File: src/rtl/opm_pkg.sv
`timescale 1ns/1ps
package opm_pkg;
  typedef enum logic {PORT_LEFT = 1'b0, PORT_RIGHT = 1'b1} port_e;
  typedef enum logic [1:0] {ACT_STORE, ACT_PAIR, ACT_SOLO, ACT_CLASH} act_e;
endpackage

File: src/rtl/opm_slot_store.sv
`timescale 1ns/1ps
module opm_slot_store #(
  parameter int AW     = 6,
  parameter int FP_W   = 6,
  parameter int IP_W   = 8,
  parameter int DATA_W = 16
) (
  input  logic              clk_i,
  input  logic              rst_ni,
  input  logic [AW-1:0]     rd_addr_i,
  output logic              rd_busy_o,
  output logic              rd_port_o,
  output logic [FP_W-1:0]   rd_fp_o,
  output logic [IP_W-1:0]   rd_ip_o,
  output logic [DATA_W-1:0] rd_data_o,
  input  logic              wr_en_i,
  input  logic [AW-1:0]     wr_addr_i,
  input  logic              wr_busy_i,
  input  logic              wr_port_i,
  input  logic [FP_W-1:0]   wr_fp_i,
  input  logic [IP_W-1:0]   wr_ip_i,
  input  logic [DATA_W-1:0] wr_data_i
);
  localparam int DEPTH = 1 << AW;

  logic              busy_q [DEPTH];
  logic              port_q [DEPTH];
  logic [FP_W-1:0]   fp_q   [DEPTH];
  logic [IP_W-1:0]   ip_q   [DEPTH];
  logic [DATA_W-1:0] data_q [DEPTH];

  // presence flags need reset; payload does not
  for (genvar s = 0; s < DEPTH; s++) begin : g_slot
    always_ff @(posedge clk_i or negedge rst_ni) begin
      if (!rst_ni)                                busy_q[s] <= 1'b0;
      else if (wr_en_i && wr_addr_i == AW'(s))    busy_q[s] <= wr_busy_i;
    end
  end

  always_ff @(posedge clk_i) begin
    if (wr_en_i) begin
      port_q[wr_addr_i] <= wr_port_i;
      fp_q[wr_addr_i]   <= wr_fp_i;
      ip_q[wr_addr_i]   <= wr_ip_i;
      data_q[wr_addr_i] <= wr_data_i;
    end
  end

  assign rd_busy_o = busy_q[rd_addr_i];
  assign rd_port_o = port_q[rd_addr_i];
  assign rd_fp_o   = fp_q[rd_addr_i];
  assign rd_ip_o   = ip_q[rd_addr_i];
  assign rd_data_o = data_q[rd_addr_i];
endmodule

File: src/rtl/opm_match.sv
`timescale 1ns/1ps
module opm_match
  import opm_pkg::*;
#(
  parameter int FP_W   = 6,
  parameter int IP_W   = 8,
  parameter int DATA_W = 16
) (
  input  logic              solo_i,
  input  logic              tok_port_i,
  input  logic [FP_W-1:0]   tok_fp_i,
  input  logic [IP_W-1:0]   tok_ip_i,
  input  logic [DATA_W-1:0] tok_data_i,
  input  logic              slot_busy_i,
  input  logic              slot_port_i,
  input  logic [FP_W-1:0]   slot_fp_i,
  input  logic [IP_W-1:0]   slot_ip_i,
  input  logic [DATA_W-1:0] slot_data_i,
  output act_e              act_o,
  output logic [DATA_W-1:0] opa_o,
  output logic [DATA_W-1:0] opb_o,
  output logic              wr_en_o,
  output logic              wr_busy_o
);
  logic same_tag;
  assign same_tag = (slot_fp_i == tok_fp_i) && (slot_ip_i == tok_ip_i);

  always_comb begin
    act_o     = ACT_CLASH;
    opa_o     = '0;
    opb_o     = '0;
    wr_en_o   = 1'b0;
    wr_busy_o = 1'b0;
    if (solo_i) begin
      act_o = ACT_SOLO;
      opa_o = tok_data_i;
    end else if (!slot_busy_i) begin
      act_o     = ACT_STORE;
      wr_en_o   = 1'b1;
      wr_busy_o = 1'b1;
    end else if (same_tag && (slot_port_i != tok_port_i)) begin
      act_o   = ACT_PAIR;
      wr_en_o = 1'b1;
      if (tok_port_i == PORT_LEFT) begin
        opa_o = tok_data_i;
        opb_o = slot_data_i;
      end else begin
        opa_o = slot_data_i;
        opb_o = tok_data_i;
      end
    end
  end
endmodule

File: src/rtl/opmatch_unit.sv
`timescale 1ns/1ps
module opmatch_unit
  import opm_pkg::*;
#(
  parameter int FP_W    = 6,
  parameter int IP_W    = 8,
  parameter int DATA_W  = 16,
  parameter int OFS_W   = 4,
  parameter int SLOT_AW = 6
) (
  input  logic              clk_i,
  input  logic              rst_ni,
  input  logic              in_valid_i,
  output logic              in_ready_o,
  input  logic [FP_W-1:0]   in_fp_i,
  input  logic [IP_W-1:0]   in_ip_i,
  input  logic              in_port_i,
  input  logic [DATA_W-1:0] in_data_i,
  output logic [IP_W-1:0]   code_addr_o,
  input  logic [OFS_W:0]    code_word_i,
  output logic              out_valid_o,
  input  logic              out_ready_i,
  output logic              out_fire_o,
  output logic              out_err_o,
  output logic [FP_W-1:0]   out_fp_o,
  output logic [IP_W-1:0]   out_ip_o,
  output logic [DATA_W-1:0] out_a_o,
  output logic [DATA_W-1:0] out_b_o
);
  localparam int SOLO_BIT = OFS_W;

  logic [SLOT_AW-1:0] slot_addr;
  logic               accept;
  logic               s_busy, s_port;
  logic [FP_W-1:0]    s_fp;
  logic [IP_W-1:0]    s_ip;
  logic [DATA_W-1:0]  s_data;
  act_e               act;
  logic [DATA_W-1:0]  opa, opb;
  logic               m_wr_en, m_wr_busy;

  assign code_addr_o = in_ip_i;
  assign slot_addr   = SLOT_AW'(in_fp_i) + SLOT_AW'(code_word_i[OFS_W-1:0]);
  assign in_ready_o  = !out_valid_o || out_ready_i;
  assign accept      = in_valid_i && in_ready_o;

  opm_slot_store #(
    .AW(SLOT_AW), .FP_W(FP_W), .IP_W(IP_W), .DATA_W(DATA_W)
  ) store_i (
    .clk_i     (clk_i),
    .rst_ni    (rst_ni),
    .rd_addr_i (slot_addr),
    .rd_busy_o (s_busy),
    .rd_port_o (s_port),
    .rd_fp_o   (s_fp),
    .rd_ip_o   (s_ip),
    .rd_data_o (s_data),
    .wr_en_i   (accept && m_wr_en),
    .wr_addr_i (slot_addr),
    .wr_busy_i (m_wr_busy),
    .wr_port_i (in_port_i),
    .wr_fp_i   (in_fp_i),
    .wr_ip_i   (in_ip_i),
    .wr_data_i (in_data_i)
  );

  opm_match #(
    .FP_W(FP_W), .IP_W(IP_W), .DATA_W(DATA_W)
  ) match_i (
    .solo_i      (code_word_i[SOLO_BIT]),
    .tok_port_i  (in_port_i),
    .tok_fp_i    (in_fp_i),
    .tok_ip_i    (in_ip_i),
    .tok_data_i  (in_data_i),
    .slot_busy_i (s_busy),
    .slot_port_i (s_port),
    .slot_fp_i   (s_fp),
    .slot_ip_i   (s_ip),
    .slot_data_i (s_data),
    .act_o       (act),
    .opa_o       (opa),
    .opb_o       (opb),
    .wr_en_o     (m_wr_en),
    .wr_busy_o   (m_wr_busy)
  );

  always_ff @(posedge clk_i or negedge rst_ni) begin
    if (!rst_ni) begin
      out_valid_o <= 1'b0;
      out_fire_o  <= 1'b0;
      out_err_o   <= 1'b0;
      out_fp_o    <= '0;
      out_ip_o    <= '0;
      out_a_o     <= '0;
      out_b_o     <= '0;
    end else if (in_ready_o) begin
      out_valid_o <= in_valid_i;
      if (in_valid_i) begin
        out_fire_o <= (act == ACT_PAIR) || (act == ACT_SOLO);
        out_err_o  <= (act == ACT_CLASH);
        out_fp_o   <= in_fp_i;
        out_ip_o   <= in_ip_i;
        out_a_o    <= opa;
        out_b_o    <= opb;
      end
    end
  end
endmodule

File: config.mk
export PLATFORM = sky130hd
export DESIGN_NAME = opmatch_unit
export DESIGN_NICKNAME = d
export VERILOG_FILES = /design/src/rtl/opm_pkg.sv /design/src/rtl/opm_slot_store.sv /design/src/rtl/opm_match.sv /design/src/rtl/opmatch_unit.sv
export SDC_FILE = /design/constraint.sdc
export NUM_CORES = 2
export LEC_CHECK = 0
export CORE_MARGIN = 8
export CORE_UTILIZATION = 55
export CTS_CLUSTER_DIAMETER = 120
export DETAILED_ROUTE_END_ITERATION = 10
export GPL_ROUTABILITY_DRIVEN = 0
export PLACE_DENSITY_LB_ADDON = 0.1
export SLEW_MARGIN = 20
export SYNTH_ARGS = -nofsm -noshare
export SYNTH_HDL_FRONTEND = slang
export SYNTH_SLANG_ARGS = --single-unit
File: constraint.sdc
create_clock -name clk_i -period 5.8 [get_ports clk_i]
set_input_delay 1.16 -clock clk_i [delete_from_list [all_inputs] [get_ports clk_i]]
set_output_delay 1.16 -clock clk_i [all_outputs]
set_load 0.05 [all_outputs]
## After elaboration in Yosys (flattened, before gate mapping)

Memory sizes are Yosys's and may differ from the RTL's.
Index checks and enable logic that the tools add are counted.

- Divide/modulo/power cells: 0
- Magnitude comparators: 1
- Muxes and demuxes: 21
- Reductions and logical operators: 73
- Bitwise operators: 1
- Shifts and indexed selects: 0
- $add $sub $neg: 1
- Eq/ne operators: 69
- Multiply operators: 0

Operator list:

| operator | count |
|---|---|
| $eq 6x6->1 const B | 32 |
| $mux 16 | 8 |
| $eq 6x5->1 const B | 16 |
| $logic_and 1x1->1 | 68 |
| $eq 6x4->1 const B | 8 |
| $eq 6x3->1 const B | 4 |
| $eq 6x2->1 const B | 2 |
| $mux 1 | 9 |
| $eq 8x8->1 | 1 |
| $ge 7x7->1 const B | 1 |
| $not 6->7 | 1 |
| $add 6x4->6 | 1 |
| $bmux 1 s6 | 1 |
| $eq 6x1->1 const B | 1 |
| $eq 6x6->1 | 1 |
| $logic_not 6->1 | 1 |
| $mux 2 | 3 |
| $eq 2x2->1 const B | 2 |
| $eq 2x1->1 const B | 1 |
| $logic_or 1x1->1 | 2 |
| $reduce_and 2->1 | 1 |
| $logic_not 1->1 | 1 |
| $ne 1x1->1 | 1 |

- Memory bits (read-only): 0
- Input bits: 40
- Memories: 4
- Latch bits: 0
- Memory bits (writable): 1984
- Logic and storage cells: 241
- Bits in registers: 113

Memory list:

| memory | depth | width | read ports | clocked after Yosys merged registers in | wr ports | RTL line | RTL |
|---|---|---|---|---|---|---|---|
| store_i.data_q | 64 | 16 | 1 | 0 | 1 | opm_slot_store.sv:30 | `logic [DATA_W-1:0] data_q [DEPTH];` |
| store_i.ip_q | 64 | 8 | 1 | 0 | 1 | opm_slot_store.sv:29 | `logic [IP_W-1:0] ip_q [DEPTH];` |
| store_i.fp_q | 64 | 6 | 1 | 0 | 1 | opm_slot_store.sv:28 | `logic [FP_W-1:0] fp_q [DEPTH];` |
| store_i.port_q | 64 | 1 | 1 | 0 | 1 | opm_slot_store.sv:27 | `logic port_q [DEPTH];` |

## Depth between registers and ports, before layout

An unclocked memory read counts as a cell.

- Depth in word-level cells: 11
- Mapped depth: 17

## Hierarchy

A second synthesis with hierarchy kept.

- Cell total of the unflattened synthesis: 3741
- Area, all modules: 81157.8 um2

Modules (own cells, without submodules):

| module | instances | cells each | area an instance (um2) |
|---|---|---|---|
| opm_slot_store | 1 | 3484 | 78096.2 |
| opmatch_unit | 1 | 138 | 2110.8 |
| opm_match | 1 | 119 | 950.9 |

## Worst setup path after synthesis

No wires, ideal clock.

- Path kind: input to register
- Start point: input in_fp_i[0]
- End point: memory store_i.data_q[15][0], enable pin
- Path slack: -0.647 ns
- Arrival time: 6.028 ns
- Stages: 15
- Setup time: 0.419 ns
- Buffers on the path: 7
- Cells stage by stage: ha_1 fa_1 buf_2 buf_2 buf_2 clkbuf_1 mux4_2 mux4_2 a22oi_1 nand3b_1 buf_2 o31a_1 buf_2 buf_2 nor2_1

- Cells in the longest elaborated chain, start to end: 11

Ends and longest elaborated chain:

| what | RTL line | RTL |
|---|---|---|
| start, declared | opmatch_unit.sv:15 | `input logic [FP_W-1:0] in_fp_i,` |
| $add 6x4->6 | opmatch_unit.sv:43 | `assign slot_addr = SLOT_AW'(in_fp_i) + SLOT_AW'(code_word_i[OFS_W-1:0]);` |
| $mem_v2 64x8 or $mem_v2 64x6 (tied branches) | -- |  |
| $eq 8x8->1 or $eq 6x6->1 (tied branches) | opm_match.sv:26 | `assign same_tag = (slot_fp_i == tok_fp_i) && (slot_ip_i == tok_ip_i);` |
| $logic_and 1x1->1 | opm_match.sv:26 |  |
| $logic_and 1x1->1 | opm_match.sv:41 | `end else if (same_tag && (slot_port_i != tok_port_i)) begin` |
| $mux 1 | opm_match.sv:41 |  |
| $mux 1 | opm_match.sv:37 | `end else if (!slot_busy_i) begin` |
| $mux 1 | opm_match.sv:34 | `if (solo_i) begin` |
| $logic_and 1x1->1 | opmatch_unit.sv:58 | `.wr_en_i (accept && m_wr_en),` |
| $mux 1 | opm_slot_store.sv:41 | `if (wr_en_i) begin` |
| $mux 1 (not written as such) | opm_slot_store.sv:45 | `data_q[wr_addr_i] <= wr_data_i;` |
| end, declared | opm_slot_store.sv:30 |  |

Parallel ways exist; a longest one is shown, timed or not. The select of a mux whose other input is x is not followed.

## Worst setup path after layout

- Start point: input code_word_i[0]
- End point: memory store_i.data_q[60][12], enable pin

- Cells in the longest elaborated chain, start to end: 11

Ends and longest elaborated chain:

| what | RTL line | RTL |
|---|---|---|
| start, declared | opmatch_unit.sv:20 | `input logic [OFS_W:0] code_word_i,` |
| $add 6x4->6 (*) | opmatch_unit.sv:43 |  |
| $mem_v2 64x8 or $mem_v2 64x6 (tied branches) | -- |  |
| $eq 8x8->1 or $eq 6x6->1 (tied branches) | opm_match.sv:26 |  |
| $logic_and 1x1->1 | opm_match.sv:26 |  |
| $logic_and 1x1->1 | opm_match.sv:41 |  |
| $mux 1 | opm_match.sv:41 |  |
| $mux 1 | opm_match.sv:37 |  |
| $mux 1 | opm_match.sv:34 |  |
| $logic_and 1x1->1 | opmatch_unit.sv:58 |  |
| $mux 1 | opm_slot_store.sv:41 |  |
| $mux 1 (not written as such) | opm_slot_store.sv:45 |  |

Mark *: on every way between the ends. The rest lies on a longest branch, timed or not. The select of a mux whose other input is x is not followed.

==> results.py <==
metrics = {
    "synth": {
        "synth_cells": 3797,
        "synth_area_um2": 82100,
        "synthArstFlopShare": 0.0539,
        "synthFlopType": "edfxtp_1",
        "netlist.area_leader.share": 0.726,
        "synth.most_common_cell": "edfxtp_1",
        "yosysTopAreaCell": "edfxtp_1",
        "synth.area.top_cells": "edfxtp_1, mux4_2, dfrtp_1",
        "synth_common_cells": "edfxtp_1, mux4_2, nand2_1",
        "ys_types": 74,
        "synth_edf_count": 1984,
        "synth-seq-cells": 2097,
        "syn-num-nets": 3843,
        "ys.warnings.count": 0,
        "avgSynthCellArea_um2": 21.6,
        "synth-seq-area-share": 0.760,
    },
    "placement": {
        "dpl.cell_count": 6059,
        "hpwl_um": 147000,
        "io_buffer_count": 97,
        "pre_cts_ws_ns": -0.676,
    },
    "global_routing": {
        "grt_pass1_wl_um": 315000,
        "grt_start_max_net_pins": 68,
        "track_usage": 0.273,
        "grt_antenna_before_repair": 4,
        "grt_remaining_overflow": 0,
        "grt_pass1_vias": 41600,
    },
    "pwr": {
        "netSwitchingFraction": 0.247,
        "p_int_mw": 26.1,
        "p_clk_frac": 0.376,
        "power_density_nw_per_um2": 358,
        "power_frac_comb": 0.138,
        "cellLeakagePower_nw": 31.4,
        "p_seq_frac": 0.486,
        "power.switching_mw": 8.56,
        "peakVddDrop_v": 0.000263,
    },
    "critical_path": {
        "path_class": "input pin to flip-flop",
        "r2r_start": "store_i.ip_q[62][1]",
        "cp-end-kind": "flip-flop",
        "startpoint_type": "input pin",
        "cp-startpoint": "code_word_i[0]",
        "crit_fanout": 31,
        "critPathArrivalTime_ns": 6.28,
        "critical_path_required_ns": 6.31,
    },
    "die": {
        "die_area_um2": 162000,
        "floorplan.initialDensity": 0.555,
        "die_w_um": 402,
        "std_cell_rows": 141,
        "chipHeight_um": 402,
        "core_area_um2": 148000,
        "ios": 98,
    },
    "clock_tree": {
        "postCtsHoldBufs": 0,
        "post_cts_buffers": 0,
        "clockRootBuffer": "clkbuf_16",
        "cts_tree": "done",
        "cts_inserted_buffers": 204,
        "post_cts_resized": 0,
        "clock_sinks": 2097,
        "clk_pin_slew_worst_paths_ns": 0.06,
        "htree_levels": 4,
        "insertion_delay_ns": 0.84,
        "clk_path_buf_depth": 3,
    },
    "drt": {
        "first_pass_iters": 6,
        "drt.antenna.violating_nets": 0,
        "drt_iter0_markers": 5741,
        "viasPerCell": 6.58,
        "vias": 42400,
        "wl_per_cell_um": 34.4,
        "drc": 0,
        "wl_um": 221000,
    },
    "finish": {
        "area_growth_pct": 17.9,
        "register_area_um2": 62400,
        "nFillCells": 9703,
        "fin_nets": 4381,
        "instances_no_fill": 6443,
        "drive_gt1_frac": 0.336,
        "multiInputGateArea_um2": 19100,
    },
    "timing": {
        "min_period_over_period": 0.995,
        "hold_violations": 0,
        "setup_viol": 0,
        "rsz0062_at_grt": "false",
        "setup_ws_ns": 0.0271,
        "slew_viol_final": 0,
        "max_freq_ghz": 0.173,
        "worst_slew_pin_slew_ns": 1.10,
        "slew_headroom": 0.264,
        "period_minus_slack_ns": 5.77,
        "clock_skew_ns": 0.0537,
    },
    "status": {
        "outcome": "finished, final reports clean",
    },
    "min_path": {
        "hold_class": "input pin to asynchronous set/reset pin",
    },
    "run": {
        "cap_violations": 0,
    },
}
[per-layer routing]
metal / part of all wire / routed length [µm] / vias to the layer above / track usage
li1: - / - / 17200 / -
met1: 0.40 / 89400 / 22700 / 0.400
met2: 0.48 / 106000 / 2243 / 0.430
met3: 0.091 / 20100 / 294 / 0.0530
met4: 0.025 / 5540 / 0 / 0.0679
met5: 0 / 0 / - / 0
[registers in the layout, indices dropped and copies added (netlist names), 6 cells and up]
name            count
out_fp_o            6
store_i.data_q   1024
store_i.busy_q     64
out_ip_o            8
out_b_o            16
store_i.fp_q      384
out_a_o            16
store_i.port_q     64
store_i.ip_q      512
[cell type report]
class	count	share of cell area
repair buffers	573	0.0640
well taps	1930	0.0250
clock buffers	262	0.0573
inverters	9	0.000349
multi-input cells	1450	0.197
clock inverters	121	0.0111
diodes	1	0.0000259
flip-flops and latches	2097	0.645
[worst max-delay path, stage by stage]
cell and delay, ns:
clkdlybuf4s50_1 0.48, ha_4 0.20, fa_4 0.85, buf_12 0.20
buf_4 0.25, mux4_2 0.21, nand2_1 0.08, a31oi_1 0.47
o32ai_2 0.18, buf_4 0.17, o31a_1 0.24, nor4b_2 0.26
nand4_1 0.27, o31a_2 0.52, buf_12 0.20, nor2_4 0.18
buf_12 0.22
[per-stage QoR]
| step | total power [mW] | cell area, µm² | hold WS [ns] | TNS [ns] | utilization |
|---|---|---|---|---|---|
| 4_1_cts | 34.9 | 96800 | 0.287 | 0 | 0.654 |
| 3_5_place_dp | 21.9 | 90100 | 0.469 | -1164.25 | 0.609 |
| 2_1_floorplan | 19.7 | 82500 | 0.461 | -74.96 | - |
| 6_report | 34.7 | 96800 | 0.288 | 0 | 0.654 |
| 5_1_grt | 35.6 | 96800 | 0.278 | 0 | 0.654 |
| 3_3_place_gp | 21.9 | 90100 | 0.461 | -1271.51 | 0.609 |
[final timing paths]
kind | cells past startpoint | end | slack [ns]
setup / recovery | 17 | store_i.data_q[60][12] | 0.03
hold / removal | 1 | out_ip_o[1] | 0.29
setup reg to reg | 13 | store_i.data_q[60][12] | 1.70
hold reg to reg | 2 | out_ip_o[4] | 0.48
max in group asynchronous | 2 | out_b_o[9] | 4.46
min in group clk_i | 2 | out_ip_o[4] | 0.48
[cells by family (layout without fill, tap and decap cells)]
kind of cell             count (synthesis)  after routing  synth area share
flip-flops                            2097           2097             0.760
multiplexers                           667            667             0.171
AND/OR/NAND/NOR                        428            428            0.0224
AO/OA/AOI/OAI                          341            341            0.0301
buffers and inverters                  250            965            0.0141
XOR/XNOR                                 8              8          0.000854
adder cells (fa/ha/maj)                  6              6           0.00101
other                                    0              1                 0
[power by group through the flow]
stage | registers, mW | logic (mW) | clock network, mW
2_1_floorplan | 17.2 | 2.47 | 0
3_3_place_gp | 17.2 | 4.75 | 0
3_5_place_dp | 17.2 | 4.77 | 0
4_1_cts | 16.8 | 4.79 | 13.2
5_1_grt | 16.9 | 4.99 | 13.8
6_report | 16.9 | 4.79 | 13.0
[cells in the final DEF, fill, tap and decap left out, types with 43 or more instances in the layout]
| cell type | synthesis | layout |
|---|---|---|
| edfxtp_1 | 1984 | 1984 |
| mux4_2 | 588 | 588 |
| buf_4 | 27 | 336 |
| nand2_1 | 219 | 217 |
| clkbuf_16 | 0 | 210 |
| buf_12 | 0 | 143 |
| dfrtp_1 | 113 | 113 |
| nor2_4 | 0 | 65 |
| clkdlybuf4s50_1 | 0 | 65 |
| nor2_1 | 128 | 62 |
| o41ai_1 | 61 | 61 |
| mux2i_1 | 58 | 58 |
| clkinv_2 | 0 | 46 |
| o22ai_1 | 44 | 44 |
| clkbuf_1 | 110 | 43 |
No activity file was read; power rests on OpenSTA's default activity.
